==> config.mk <==
export PLATFORM = sky130hd
export DESIGN_NAME = erased_sector_filter
export DESIGN_NICKNAME = d
export VERILOG_FILES = /design/src/rtl/epf_pkg.sv /design/src/rtl/epf_enc.sv /design/src/rtl/epf_dec.sv /design/src/rtl/erased_sector_filter.sv
export SDC_FILE = /design/constraint.sdc
export NUM_CORES = 1
export LEC_CHECK = 0
export ABC_AREA = 1
export BUFFER_PORTS_ARGS = -buffer_cell sky130_fd_sc_hd__buf_2
export CAP_MARGIN = 40
export CORE_ASPECT_RATIO = 0.75
export CORE_UTILIZATION = 40
export CTS_BUF_LIST = sky130_fd_sc_hd__clkbuf_8 sky130_fd_sc_hd__clkbuf_16
export DETAILED_ROUTE_END_ITERATION = 10
export PLACE_DENSITY = 0.57
export SYNTH_ARGS = -nofsm -noshare
export SYNTH_HDL_FRONTEND = slang
export SYNTH_SLANG_ARGS = --single-unit
export TNS_END_PERCENT = 50
==> constraint.sdc <==
create_clock -name clk -period 3.1 [get_ports clk]
set_input_delay 0.31 -clock clk [delete_from_list [all_inputs] [get_ports clk]]
set_output_delay 0.31 -clock clk [all_outputs]
set_load 0.02 [all_outputs]
==> src/rtl/epf_pkg.sv <==
package epf_pkg;
    localparam int BYTE_W     = 8;
    localparam int PAR_BYTES  = 9;
    localparam int DATA_BYTES = 512;
    localparam logic [BYTE_W-1:0] ALL_ONES = 8'hFF;

    typedef enum logic {ENC_GATHER, ENC_EMIT} enc_state_e;
    typedef enum logic [1:0] {DEC_PARITY, DEC_DATA, DEC_DRAIN} dec_state_e;

    // Parity of a sector whose data bytes are all ones, by parity position
    function automatic logic [BYTE_W-1:0] erased_par(input logic [3:0] pos);
        case (pos)
            4'd0:    return 8'hCD;
            4'd1:    return 8'h9D;
            4'd2:    return 8'h90;
            4'd3:    return 8'h58;
            4'd4:    return 8'hF4;
            4'd5:    return 8'h8B;
            4'd6:    return 8'hFF;
            4'd7:    return 8'hB7;
            4'd8:    return 8'h6F;
            default: return 8'h00;
        endcase
    endfunction
endpackage

==> src/rtl/epf_enc.sv <==
module epf_enc
    import epf_pkg::*;
(
    input  logic              clk,
    input  logic              rst_n,
    input  logic              start,
    input  logic              in_valid,
    input  logic [BYTE_W-1:0] in_byte,
    output logic              out_valid,
    output logic [BYTE_W-1:0] out_byte
);
    localparam int IDX_W = $clog2(PAR_BYTES);
    localparam logic [IDX_W-1:0] IDX_LAST = IDX_W'(PAR_BYTES - 1);

    enc_state_e        state_q;
    logic [IDX_W-1:0]  idx_q;
    logic              match_q;
    logic [BYTE_W-1:0] hold_q [PAR_BYTES];

    // State register, position counter and running match flag
    always_ff @(posedge clk or negedge rst_n) begin
        if (!rst_n) begin
            state_q <= ENC_GATHER;
            idx_q   <= '0;
            match_q <= 1'b1;
        end else if (start) begin
            state_q <= ENC_GATHER;
            idx_q   <= '0;
            match_q <= 1'b1;
        end else begin
            unique case (state_q)
                ENC_GATHER: begin
                    if (in_valid) begin
                        match_q <= match_q && (in_byte == erased_par(4'(idx_q)));
                        if (idx_q == IDX_LAST) begin
                            idx_q   <= '0;
                            state_q <= ENC_EMIT;    // gather-to-emit
                        end else begin
                            idx_q <= idx_q + 1'b1;
                        end
                    end
                end
                ENC_EMIT: begin
                    if (idx_q == IDX_LAST) begin
                        idx_q   <= '0;
                        match_q <= 1'b1;
                        state_q <= ENC_GATHER;      // emit-to-gather
                    end else begin
                        idx_q <= idx_q + 1'b1;
                    end
                end
                default: state_q <= ENC_GATHER;
            endcase
        end
    end

    // Byte store, no reset needed
    always_ff @(posedge clk) begin
        if (!start && state_q == ENC_GATHER && in_valid)
            hold_q[idx_q] <= in_byte;
    end

    // Outputs
    always_comb begin
        out_valid = (state_q == ENC_EMIT);
        out_byte  = match_q ? ALL_ONES : hold_q[idx_q];
    end

    // emission begins only right after an accepted input byte
    a_r2_emit_follows_input: assert property (@(posedge clk) disable iff (!rst_n)
        $rose(out_valid) |-> ($past(in_valid) && !$past(start)));

    // the match decision does not move while bytes are emitted
    a_r4_match_frozen: assert property (@(posedge clk) disable iff (!rst_n)
        (state_q == ENC_EMIT && idx_q != IDX_LAST && !start) |=> $stable(match_q));

    // a burst is not cut short without a start pulse
    a_r2_burst_whole: assert property (@(posedge clk) disable iff (!rst_n)
        (out_valid && idx_q != IDX_LAST && !start) |=> out_valid);
endmodule

==> src/rtl/epf_dec.sv <==
module epf_dec
    import epf_pkg::*;
#(
    parameter int N_DATA = DATA_BYTES
) (
    input  logic              clk,
    input  logic              rst_n,
    input  logic              start,
    input  logic              in_valid,
    input  logic [BYTE_W-1:0] in_byte,
    output logic              skip,
    output logic              pass
);
    localparam int TOTAL = PAR_BYTES + N_DATA;
    localparam int CNT_W = $clog2(TOTAL);
    localparam logic [CNT_W-1:0] CNT_LAST = CNT_W'(TOTAL - 1);
    localparam logic [CNT_W-1:0] PAR_LAST = CNT_W'(PAR_BYTES - 1);

    dec_state_e       state_q;
    logic [CNT_W-1:0] cnt_q;
    logic             skip_q;
    logic             pass_q;
    logic             at_last;
    logic             bad;

    always_comb begin
        at_last = (cnt_q == CNT_LAST);
        bad     = (in_byte != ALL_ONES);
    end

    // State register, stream position and result pulses
    always_ff @(posedge clk or negedge rst_n) begin
        if (!rst_n) begin
            state_q <= DEC_PARITY;
            cnt_q   <= '0;
            skip_q  <= 1'b0;
            pass_q  <= 1'b0;
        end else if (start) begin
            state_q <= DEC_PARITY;
            cnt_q   <= '0;
            skip_q  <= 1'b0;
            pass_q  <= 1'b0;
        end else begin
            skip_q <= 1'b0;
            pass_q <= 1'b0;
            if (in_valid) begin
                cnt_q <= at_last ? '0 : cnt_q + 1'b1;
                unique case (state_q)
                    DEC_PARITY: begin
                        if (bad) begin
                            pass_q  <= 1'b1;
                            state_q <= DEC_DRAIN;           // check-to-drain
                        end else if (cnt_q == PAR_LAST) begin
                            state_q <= DEC_DATA;            // parity-to-data
                        end
                    end
                    DEC_DATA: begin
                        if (bad) begin
                            pass_q  <= 1'b1;
                            state_q <= at_last ? DEC_PARITY : DEC_DRAIN;
                        end else if (at_last) begin
                            skip_q  <= 1'b1;
                            state_q <= DEC_PARITY;          // sector end
                        end
                    end
                    DEC_DRAIN: begin
                        if (at_last) state_q <= DEC_PARITY; // drain end
                    end
                    default: state_q <= DEC_PARITY;
                endcase
            end
        end
    end

    // Outputs
    always_comb begin
        skip = skip_q;
        pass = pass_q;
    end

    // verdicts exclusive
    a_r8_one_verdict: assert property (@(posedge clk) disable iff (!rst_n)
        !(skip && pass));

    // skip only after an all-ones byte was taken
    a_r5_skip_after_ones: assert property (@(posedge clk) disable iff (!rst_n)
        skip |-> ($past(in_valid) && $past(in_byte) == ALL_ONES));

    // pass only after a byte that was not all ones
    a_r6_pass_after_bad: assert property (@(posedge clk) disable iff (!rst_n)
        pass |-> ($past(in_valid) && $past(in_byte) != ALL_ONES));

    // draining never raises a verdict
    a_r7_drain_quiet: assert property (@(posedge clk) disable iff (!rst_n)
        (state_q == DEC_DRAIN) |=> (!skip && !pass));

    // skip is a single-cycle pulse
    a_r5_skip_single: assert property (@(posedge clk) disable iff (!rst_n)
        skip |=> !skip);
endmodule

==> src/rtl/erased_sector_filter.sv <==
module erased_sector_filter
    import epf_pkg::*;
#(
    parameter int N_DATA = DATA_BYTES
) (
    input  logic              clk,
    input  logic              rst_n,
    input  logic              sector_start,
    input  logic              enc_in_valid,
    input  logic [BYTE_W-1:0] enc_in_byte,
    output logic              enc_out_valid,
    output logic [BYTE_W-1:0] enc_out_byte,
    input  logic              dec_in_valid,
    input  logic [BYTE_W-1:0] dec_in_byte,
    output logic              dec_skip,
    output logic              dec_pass
);
    epf_enc u_enc (
        .clk       (clk),
        .rst_n     (rst_n),
        .start     (sector_start),
        .in_valid  (enc_in_valid),
        .in_byte   (enc_in_byte),
        .out_valid (enc_out_valid),
        .out_byte  (enc_out_byte)
    );

    epf_dec #(.N_DATA(N_DATA)) u_dec (
        .clk      (clk),
        .rst_n    (rst_n),
        .start    (sector_start),
        .in_valid (dec_in_valid),
        .in_byte  (dec_in_byte),
        .skip     (dec_skip),
        .pass     (dec_pass)
    );

    // a start pulse leaves every output quiet in the next cycle
    a_r9_start_quiets: assert property (@(posedge clk) disable iff (!rst_n)
        $past(sector_start) |-> (!enc_out_valid && !dec_skip && !dec_pass));
endmodule

[Word-level counts from Yosys, hierarchy flattened]
Memories as Yosys holds them, arrays and structs flattened.
Cells that the tools add are included.
Operators by class
  reduce and logical (&&, ||, !) cells: 9
  equality and inequality tests: 10
  bitwise gates (word level): 1
  $add $sub $neg: 2
  multiplexer cells: 39
Operator list (count)
  two-way mux 8 bit: 4
  two-way mux 10 bit: 3
  two-way mux 1 bit: 18
  two-way mux 2 bit: 7
  two-way mux 4 bit: 3
  adder 10 x 1 -> 10 bit, second input constant: 1
  == test 10 bit, second input constant: 1
  == test 10 x 4 -> 1 bit, second input constant: 1
  == test 8 bit: 1
  != test 8 bit, second input constant: 1
  case mux 4 bit (2 select lines): 1
  != test 3 bit, second input constant: 2
  case mux 2 bit (3 select lines): 1
  adder 4 x 1 -> 4 bit, second input constant: 1
  == test 4 bit, second input constant: 1
  != test 4 x 2 -> 1 bit, second input constant: 1
  case mux 1 bit (2 select lines): 2
  AND reduction 2 bit: 2
  logical AND 1 bit: 3
  == test 2 x 1 -> 1 bit, second input constant: 1
  == test 2 bit, second input constant: 1
  logical NOT 2 bit: 1
  nonzero test 2 bit: 1
  OR reduction 2 bit: 1
  other kinds (2): 2
Word-level totals
  ROM bits: 128
  memories kept: 2
  word-level logic and storage cells: 70
  output and inout bits: 11
  RAM bits: 72
  input bits: 21
  register bits: 20
Memory list
  (name not given): words 16, bits a word 8, rd ports 1, clocked after Yosys merged registers in 0, wr ports 0, line epf_pkg.sv:12  | case (pos)
  u_enc.hold_q: words 9, bits a word 8, rd ports 1, clocked after Yosys merged registers in 0, wr ports 1, line epf_enc.sv:18  | logic [BYTE_W-1:0] hold_q [PAR_BYTES];

[Logic depth before layout (Yosys ltp)]
Gate-level depths: netlist (run 1).
An unclocked memory read counts as a cell.
  depth after elaboration: 9
  mapped depth: 15
  gate-level depth less buffers: 13

[By module]
A second synthesis (run 1) with hierarchy kept.
Second synthesis, totals
  cells, all modules: 455
  area, all modules: 4421.7 sq um
Modules (own cells, without submodules)
  epf_enc: times used 1, cells an instance 333, seq. area each 2313.5 sq um, area each 3538.4 sq um
  epf_dec: times used 1, cells an instance 122, seq. area each 350.3 sq um, area each 883.3 sq um

[Worst setup path before layout (run 1)]
Ideal clock, no wire load.
  kind: flip-flop to flip-flop
  start point: reg u_enc.idx_q[0]
  end point: mem u_enc.hold_q[4][0] (enable)
  arrival: 1.895 ns
  period minus slack after synthesis: 2.278 ns
  path slack: 0.822 ns
  library setup time: 0.383 ns
  required time: 2.717 ns
  cell stages (with the launch flop): 6
  buffers on the path: 1
  path through: dfrtp_1 > inv_2 > clkbuf_1 > ha_1 > inv_2 > nor3_1
RTL lines
  start, declared: line epf_enc.sv:16  | logic [IDX_W-1:0] idx_q;
  start signal, assigned: line epf_enc.sv:39  | idx_q <= idx_q + 1'b1;
  start signal, assigned: line epf_enc.sv:49  | idx_q <= idx_q + 1'b1;
  end, declared: line epf_enc.sv:18
No word-level cell before the write port.

[Worst setup path in the final report (run 1)]
  start point: reg u_enc.idx_q[0]
  end point: out enc_out_byte[4]
On the way
  cells in the longest elaborated chain, start to end: 2
RTL lines
  memory read (9 x 8 bit)
  two-way mux 8 bit: line epf_enc.sv:66  | out_byte = match_q ? ALL_ONES : hold_q[idx_q];
  end, declared: line erased_sector_filter.sv:12  | output logic [BYTE_W-1:0] enc_out_byte,
No other way between the ends.

==> results.cfg, run 1 <==
[clock_tree]
root_buffer = clkbuf_16
clkSinkCount = 92
cts_made_buffers = 9
clk_pin_slew_worst_paths_ns = 0.07
cts_tree = built
htreeDepth = 3
cts_setup_buffers = 0
clkLatencyLatePin_ns = 0.34
cts.path.max_buffers = 2

[global_route]
grt_start_max_net_pins = 36
grt_pass1_vias = 2981
grt_usage = 0.196
antenna_found_initial = 0
grt_pass1_wl_um = 16000
grt-ovfl-total = 0

[critical_path]
path_cells = inv_2 -> buf_4 -> nor2_1 -> o22ai_1 -> a22oi_1 -> nand2_1 -> buf_2
path_class = flop to output port
crit_fanout = 28
max_stage_delay_ns = 0.40
crit_slowest_cell = dfrtp_1
cp.arrival_ns = 2.05
critPathLaunch = u_enc.idx_q[0]
required_ns = 2.79
crit_path_start_kind = flop
timing.rr.start = u_enc.idx_q[0]
critical_path.endpoint_type = output port
ff2ff_path_depth = 5

[synth]
synth-seq-cells = 92
synth_cell_types = 30
yosysSeqAreaShare = 0.629
synth_warnings = 0
syn_area_per_cell_um2 = 10.3
synth_fp_nets = 442
syn_inst = 413
synthesis.area_mm2 = 0.00424

[floorplanning]
chipHeight_um = 91.1
dieArea_mm2 = 0.0110
ios = 32
rows = 32
die_x_um = 121
start_util = 0.412
coreArea_mm2 = 0.0103

[layout]
final_layout_size_suffix_gt1_frac = 0.180
num-fill-cells = 937
synthToLayoutAreaGrowth_pct = 15.6
instances_no_fill = 597
nNetsFinal = 485
antenna_cells = 0

[sta]
final-hold-violation-count = 0
timing_max_transition_violations_final = 0
rsz0062_at_grt = false
maxSlewHeadroom = 0.486
max_clock_freq_ghz = 0.424
holdWs_ns = 0.222
tns_ns = 0
tightest_slew_ns = 0.766
setup_viol = 0
period_minus_slack_ns = 2.36
skew_ns = 0.00451
post-route-period-util = 0.760

[placement]
dp.cells = 580
hpwlAfterDp_um = 6840
gp_congestion = 0.883
io_buffers = 31

[hold_path]
hold_path_depth = 3
hold_path.class = primary input to flop
min_from = dec_in_valid

[route]
wl_um = 9980
drt_iter0_markers = 250
ant_nets = 0
first_pass_iters = 5
drc = 0
num_vias = 3130
drt-wirelength-per-cell_um = 16.7
vias_per_cell = 5.24

[status]
outcome = finished, final reports clean

[power]
power_density_mw_per_mm2 = 614
p_leak_nw = 1.93
total_power_w = 0.00301
peakVddDrop_v = 0.000309

[run]
drv_cap = 0
[path summary, 6_finish.rpt]
path | to | slack (ns)
max | enc_out_byte[4] | 0.74
min | u_dec.skip | 0.22
max reg2reg | u_enc.hold_q[1][6] | 0.86
min reg2reg | u_dec.state_q[1] | 0.51
max in group asynchronous | u_enc.match_q | 2.28
min in group asynchronous | u_dec.pass | 0.47
[repair_timing]
item,in CTS,in global routing
resized for setup,0,0
endpoints found under the hold margin,19,0
setup endpoints to repair,0,0
hold buffers,1,0
[kinds of logic (layout without fill, tap and decap cells)]
group | after synthesis | count (layout) | synth area share
xor gates and xnor gates | 2 | 2 | 0.00414
adders and majority gates | 8 | 8 | 0.0236
buffers and inverters | 50 | 98 | 0.0523
and+or+nand+nor | 181 | 181 | 0.186
DFF | 92 | 92 | 0.629
AOI/OAI and AO/OA | 80 | 80 | 0.105
[critical path, delay by kind of cell, from the launching register on]
family	cells	cell delay, ns
AO/OA/AOI/OAI	2	0.37
flip-flops	1	0.40
buffers and inverters	3	0.70
AND/OR/NAND/NOR	2	0.23
[where the power goes]
part | internal (W) | switching [W] | total [W]
Combinational | 0.000155 | 0.000338 | 0.000493
Clock | 0.000638 | 0.000489 | 0.00113
Sequential | 0.00137 | 0.0000208 | 0.00139
[synth_stat cells]
cell / instances / area, µm²
a211oi_1: 1 / 7.51
a21oi_1: 15 / 75.1
a22oi_1: 3 / 22.5
and3_1: 1 / 6.26
buf_2: 2 / 10.0
buf_6: 4 / 45.0
clkbuf_1: 7 / 26.3
clkbuf_2: 1 / 5.00
clkinv_1: 1 / 3.75
dfrtp_1: 19 / 475
dfstp_2: 1 / 26.3
edfxtp_1: 72 / 2160
ha_1: 8 / 100
inv_1: 24 / 90.1
inv_2: 11 / 41.3
nand2_1: 68 / 255
nand2_2: 1 / 6.26
nand3_1: 23 / 115
nand3_2: 3 / 30.0
nand3b_1: 2 / 15.0
nand4_1: 9 / 56.3
nor2_1: 58 / 218
nor2_2: 5 / 31.3
nor3_1: 10 / 50.1
nor4_1: 1 / 6.26
o21ai_0: 35 / 175
o21ai_1: 7 / 35.0
o21ai_4: 1 / 16.3
o22ai_1: 18 / 113
xor2_1: 2 / 17.5
[sequential cells by signal, summed over array words and instances (netlist names)]
register         cells
u_dec.skip           1
u_enc.hold_q        72
u_dec.cnt_q         10
u_enc.match_q        1
u_dec.state_q        2
u_enc.idx_q          4
u_dec.pass           1
u_enc.out_valid      1
[metal layers]
layer | part of all wire | track usage | vias up
li1 | - | - | 1522
met1 | 0.51 | 0.300 | 1515
met2 | 0.42 | 0.273 | 79
met3 | 0.058 | 0.0459 | 14
met4 | 0.014 | 0.0607 | 0
met5 | 0 | 0 | -
[through the flow]
stage	util	cell area [µm²]	worst slack, ns
after floorplan	-	4240	0.822
after global placement	0.445	4580	1.00
after detailed placement	0.445	4580	0.919
after CTS	0.476	4900	0.775
after global routing	0.476	4900	0.678
final	0.476	4900	0.743
[final cells by class]
cell class              count  area, µm²  share of cell area
multi-input cells         271       1350               0.276
inverters                  36        135              0.0276
clock buffers               9        225              0.0460
well taps                 136        170              0.0347
clock inverters             7       81.3              0.0166
flip-flops and latches     92       2660               0.544
repair buffers             46        270              0.0552
[layout by cell type, fill, tap and decap left out, types with 2 or more instances in the layout]
master,netlist,layout
nand3b_1,2,2
nor2_1,58,58
clkbuf_16,0,9
nand2_1,68,68
inv_6,0,2
o22ai_1,18,18
nand4_1,9,9
inv_1,24,24
a22oi_1,3,3
ha_1,8,8
o21ai_1,7,7
xor2_1,2,2
nor3_1,10,10
a21oi_1,15,15
edfxtp_1,72,72
dfrtp_1,19,19
nor2_2,5,5
inv_2,11,11
buf_2,2,31
o21ai_0,35,35
buf_4,0,14
nand3_1,23,23
clkinv_4,0,2
nand3_2,3,3
Power figures use the tool's default switching activity.
==> run 2: changes to the inputs <==
--- a/config.mk
+++ b/config.mk
@@ -12,7 +12,7 @@
 export CORE_UTILIZATION = 40
 export CTS_BUF_LIST = sky130_fd_sc_hd__clkbuf_8 sky130_fd_sc_hd__clkbuf_16
 export DETAILED_ROUTE_END_ITERATION = 10
-export PLACE_DENSITY = 0.57
+export PLACE_DENSITY = 0.59
 export SYNTH_ARGS = -nofsm -noshare
 export SYNTH_HDL_FRONTEND = slang
 export SYNTH_SLANG_ARGS = --single-unit
==> constraint.sdc (replaced) <==
create_clock -name clk -period 2.05 [get_ports clk]
set_input_delay 0.205 -clock clk [delete_from_list [all_inputs] [get_ports clk]]
set_output_delay 0.205 -clock clk [all_outputs]
set_load 0.02 [all_outputs]
==> run 2 against run 1 <==
Routed wire length is 1.5% lower. Sequential share of layout area is 0.85 points lower. Clock power increased by 47%. Count of clock-buffer cells in the layout stayed put. Setup slack lost 0.66 ns. Combinational power increased by 51%. Core utilization grew 0.78 points. First-iteration DRC count up 43%. Sequential power increased by 51%.
==> results.cfg, run 2 (same netlist as run 1, synthesis figures left out) <==
[route]
ant_nets = 0
first_pass_iters = 5
vias_per_cell = 5.19
wl_um = 9830
drt_iter0_markers = 358
drc = 0
num_vias = 3142
drt-wirelength-per-cell_um = 16.3

[placement]
gp_congestion = 0.927
hpwlAfterDp_um = 6990
dp.cells = 588
place_area_mm2 = 0.00464
io_buffers = 31

[global_route]
grt_usage = 0.193
grt_pass1_wl_um = 15800
antenna_found_initial = 0
grt_pass1_vias = 2933
grt_start_max_net_pins = 27
grt-ovfl-total = 0

[sta]
period_minus_slack_ns = 1.96
maxSlewHeadroom = 0.663
rsz0062_at_grt = true
setup_viol = 0
max_clock_freq_ghz = 0.509
timing_max_transition_violations_final = 0
tns_ns = 0
tightest_slew_ns = 0.506
skew_ns = 0.0103
final-hold-violation-count = 0
post-route-period-util = 0.958

[critical_path]
required_ns = 1.85
crit_slowest_cell = dfrtp_1
critical_path.endpoint_type = output port
crit_path_start_kind = flop
path_delay_family = buffers and inverters
path_cells = buf_6 -> buf_8 -> o21ai_1 -> o22ai_1 -> a22oi_1 -> nand2_1 -> buf_2
crit_fanout = 20
worst-path-buf-inv = 3
cp.arrival_ns = 1.76
path_class = flop to output port
max_stage_delay_ns = 0.40

[power]
peakVddDrop_v = 0.000405
power.internal_w = 0.00327
clockPowerShare = 0.369
total_power_w = 0.00451
switchingPower_w = 0.00124
pwr-share-seq = 0.466
p_leak_nw = 1.96
switching_share = 0.274
power_density_mw_per_mm2 = 906
pwr-share-comb = 0.165

[clock_tree]
cts_setup_buffers = 0
cts_made_buffers = 9
clkSinkCount = 92
cts_tree = built
htreeDepth = 3
clk_pin_slew_worst_paths_ns = 0.07
cts.path.max_buffers = 2
root_buffer = clkbuf_16
clkLatencyLatePin_ns = 0.34

[floorplanning]
ios = 32
die_x_um = 121
rows = 32
chipHeight_um = 91.1
dieArea_mm2 = 0.0110
start_util = 0.412
coreArea_mm2 = 0.0103

[layout]
top_register = u_enc.hold_q
num-fill-cells = 938
antenna_cells = 0
layout_commonest_cell = edfxtp_1
reg_top3 = u_enc.hold_q x72, u_dec.cnt_q x10, u_enc.idx_q x4
final_cell_mix = 72 x edfxtp_1, 68 x nand2_1, 58 x nor2_1, 32 x o21ai_0, 31 x buf_2
largest_reg_flops = 72
final_layout_size_suffix_gt1_frac = 0.196
synthToLayoutAreaGrowth_pct = 17.5
stdcell_area_mm2 = 0.00498
instances_no_fill = 605
nNetsFinal = 493

[run]
drv_cap = 0

[hold_path]
hold_path.class = primary input to flop

[status]
outcome = finished, final reports clean
-- run 2: cell count changes in the layout (fill, tap and decap cells not counted), sizes merged --
| cell | previous run | this run |
|---|---|---|
| clkinvlp | 0 | 2 |
| clkinv | 4 | 3 |
| inv | 38 | 37 |
| buf | 45 | 53 |
-- run 2: area by class of cell --
cell class              count  area [µm²]  area share
clock buffers               9         225      0.0452
clock inverters             7        75.1      0.0151
flip-flops and latches     92        2670       0.535
inverters                  36         135      0.0271
repair buffers             54         345      0.0694
well taps                 136         170      0.0342
multi-input cells         271        1360       0.274
-- run 2: what timing repair did --
| action | in CTS | in global routing |
|---|---|---|
| pin swaps | 0 | 1 |
| endpoints found under the hold margin | 19 | 0 |
| hold buffers | 1 | 0 |
| endpoints found under the setup margin | 8 | 8 |
| resized for setup | 2 | 8 |
-- run 2: per-layer routing --
metal	track usage	vias to the layer above	routed length [µm]
li1	-	1545	-
met1	0.294	1507	4890
met2	0.276	78	4220
met3	0.0440	12	615
met4	0.0504	0	105
met5	0	-	0
-- run 2: path summary, 6_finish.rpt --
kind                                        from                to  slack, ns  depth (start not counted)
worst max-delay path              u_enc.idx_q[0]   enc_out_byte[7]       0.09                          7
min in group asynchronous                  rst_n        u_dec.skip       0.35                          2
worst max register to register    u_enc.idx_q[1]     u_enc.match_q       0.30                         12
worst min register to register  u_dec.state_q[1]  u_dec.state_q[1]       0.51                          2
worst min-delay path                dec_in_valid        u_dec.skip       0.11                          3
max in group asynchronous                  rst_n    u_enc.idx_q[2]       1.36                          2
-- run 2: power groups by stage --
stage	clock network, W	registers [W]	logic, W
after global placement	0	0.00214	0.000726
after floorplan	0	0.00213	0.000490
after global routing	0.00177	0.00210	0.000833
after CTS	0.00170	0.00210	0.000735
final	0.00166	0.00210	0.000745
after detailed placement	0	0.00214	0.000731
-- run 2: worst min-delay path: cells and delay by family --
family | cells | cell delay (ns)
buffers and inverters | 2 | 0.18
AND/OR/NAND/NOR | 1 | 0.04
-- run 2: metrics by stage --
| step | setup WS, ns | util | hold WS, ns |
|---|---|---|---|
| 6_report | 0.0855 | 0.484 | 0.113 |
| 5_1_grt | -0.00589 | 0.484 | 0.118 |
| 3_5_place_dp | 0.173 | 0.451 | 0.194 |
| 3_3_place_gp | 0.281 | 0.451 | 0.187 |
| 4_1_cts | -0.0204 | 0.481 | 0.0993 |
| 2_1_floorplan | -0.228 | - | -0.0906 |
==> run 3: changes to the inputs <==
==> constraint.sdc (replaced) <==
create_clock -name clk -period 2.05 [get_ports clk]
set_input_delay 0.3075 -clock clk [delete_from_list [all_inputs] [get_ports clk]]
set_output_delay 0.3075 -clock clk [all_outputs]
set_load 0.02 [all_outputs]
==> run 3 against run 2 <==
Final area increased by 2.4%. Fmax decreased by 0.26%. Sequential power about the same. Combinational power is 7.7% higher. Largest cell class unchanged. Register-to-register slack lost 0.22 ns. First-iteration DRC count down 16%. Non-clock buffer count is 9 higher. Die area is the same. Clock skew fell by 0.0044 ns.
==> results.cfg, run 3 (same netlist as run 1, synthesis figures left out) <==
[status]
outcome = finished, final reports clean

[critical_path]
path_cells = clkinv_4 -> buf_4 -> buf_4 -> ha_2 -> inv_2 -> o21ai_4 -> nand3_1 -> nand2_1 -> nand2_1 -> nor2_1 -> nand3_1 -> nand2_1 -> nand2_1 -> nand2_1
crit_fanout = 6
crit_path_frequent_cell = nand2_1
max_stage_delay_ns = 0.44
path_delay_family = simple AND/OR/NAND/NOR gates
crit_path_start_kind = flop
path_class = flop to flop
worst-path-buf-inv = 4
critical_path.endpoint_type = flop
crit_slowest_cell = dfrtp_2
required_ns = 2.34
cp.arrival_ns = 2.26

[power]
power_density_mw_per_mm2 = 913
p_leak_nw = 2.02
peakVddDrop_v = 0.000456

[global_route]
grt_start_max_net_pins = 22
grt-ovfl-total = 0
grt_pass1_wl_um = 16100
antenna_found_initial = 0
grt_pass1_vias = 3047
grt_usage = 0.197

[route]
drt_iter0_markers = 299
first_pass_iters = 4
ant_nets = 0
num_vias = 3262
wl_um = 10300
drt-wirelength-per-cell_um = 16.8
vias_per_cell = 5.31
drc = 0

[clock_tree]
cts_made_buffers = 9
clkLatencyLatePin_ns = 0.34
root_buffer = clkbuf_16
clk_pin_slew_worst_paths_ns = 0.07
cts.path.max_buffers = 2
htreeDepth = 3
cts_tree = built
clkSinkCount = 92

[sta]
maxSlewHeadroom = 0.680
tns_ns = 0
tightest_slew_ns = 0.480
timing_max_transition_violations_final = 0
max_clock_freq_ghz = 0.508
rsz0062_at_grt = true
setup_viol = 0
holdWs_ns = 0.219
final-hold-violation-count = 0
skew_ns = 0.00592
period_minus_slack_ns = 1.97
post-route-period-util = 0.961

[layout]
final_cell_mix = 72 x edfxtp_1, 68 x nand2_1, 58 x nor2_1, 32 x o21ai_0, 31 x buf_2
final_layout_size_suffix_gt1_frac = 0.222
utilization = 0.495
num-fill-cells = 924
layout_commonest_cell = edfxtp_1
synthToLayoutAreaGrowth_pct = 20.3
nNetsFinal = 502
top_register = u_enc.hold_q
largest_reg_flops = 72
reg_top3 = u_enc.hold_q x72, u_dec.cnt_q x10, u_enc.idx_q x4
antenna_cells = 0

[placement]
io_buffers = 31
gp_congestion = 0.852
hpwlAfterDp_um = 6850

[floorplanning]
start_util = 0.412
rows = 32
die_x_um = 121
dieArea_mm2 = 0.0110
coreArea_mm2 = 0.0103
chipHeight_um = 91.1
ios = 32

[hold_path]
hold_path.class = primary input to flop

[run]
drv_cap = 0
[run 3: cell types whose count changed in the layout (fill, tap and decap cells not counted), sizes merged]
cell	previous run	this run
buf	53	62
inv	37	36
clkinvlp	2	1
clkinv	3	5
[run 3: stage by stage]
step                      instances  total power (W)  worst slack [ns]  cell area [µm²]
after global placement          587          0.00288             0.261             4630
after floorplan                 413          0.00262            -0.228             4240
after CTS                       604          0.00464           0.00482             4980
final                           614          0.00465            0.0804             5100
after global routing            614          0.00483           -0.0382             5100
after detailed placement        587          0.00288             0.194             4630
[run 3: area by class of cell]
class / instances / area [µm²] / share of cell area
multi-input combinational: 271 / 1370 / 0.269
clock inverter: 7 / 93.8 / 0.0184
inverter: 36 / 145 / 0.0285
timing repair buffer: 63 / 424 / 0.0832
sequential: 92 / 2670 / 0.523
tap: 136 / 170 / 0.0334
clock buffer: 9 / 225 / 0.0442
[run 3: metal layers]
layer / track usage / vias up / part of all wire
li1: - / 1559 / -
met1: 0.300 / 1577 / 0.49
met2: 0.273 / 113 / 0.43
met3: 0.0421 / 13 / 0.067
met4: 0.0689 / 0 / 0.016
met5: 0 / - / 0
[run 3: power breakdown]
group	switching, W	internal, W	leakage (nW)
clock network	0.000767	0.000979	0.153
logic	0.000511	0.000291	0.950
registers	0.0000373	0.00207	0.916
[run 3: final timing paths]
kind,startpoint,end,slack (ns),cells after the start
max in group asynchronous,rst_n,u_enc.idx_q[0],1.22,2
min reg2reg,u_dec.state_q[1],u_dec.state_q[1],0.52,2
max reg2reg,u_enc.idx_q[0],u_enc.match_q,0.08,14
max,u_enc.idx_q[0],u_enc.match_q,0.08,14
min in group asynchronous,rst_n,u_dec.cnt_q[7],0.47,2
min,dec_in_valid,u_dec.skip,0.22,3
[run 3: worst register-to-register path, delay by kind of cell, from the launching register on]
family                   cells  cell delay (ns)
AO/OA/AOI/OAI                1             0.25
adder cells (fa/ha/maj)      1             0.20
AND/OR/NAND/NOR              8             0.60
buffers and inverters        4             0.45
flip-flops                   1             0.44
[run 3: what timing repair did]
action / CTS / global route
hold buffers: 1 / 0
pin swaps: 0 / 2
buffers inserted: 0 / 10
endpoints found under the hold margin: 19 / 0
resized for setup: 6 / 19
endpoints found under the setup margin: 8 / 7
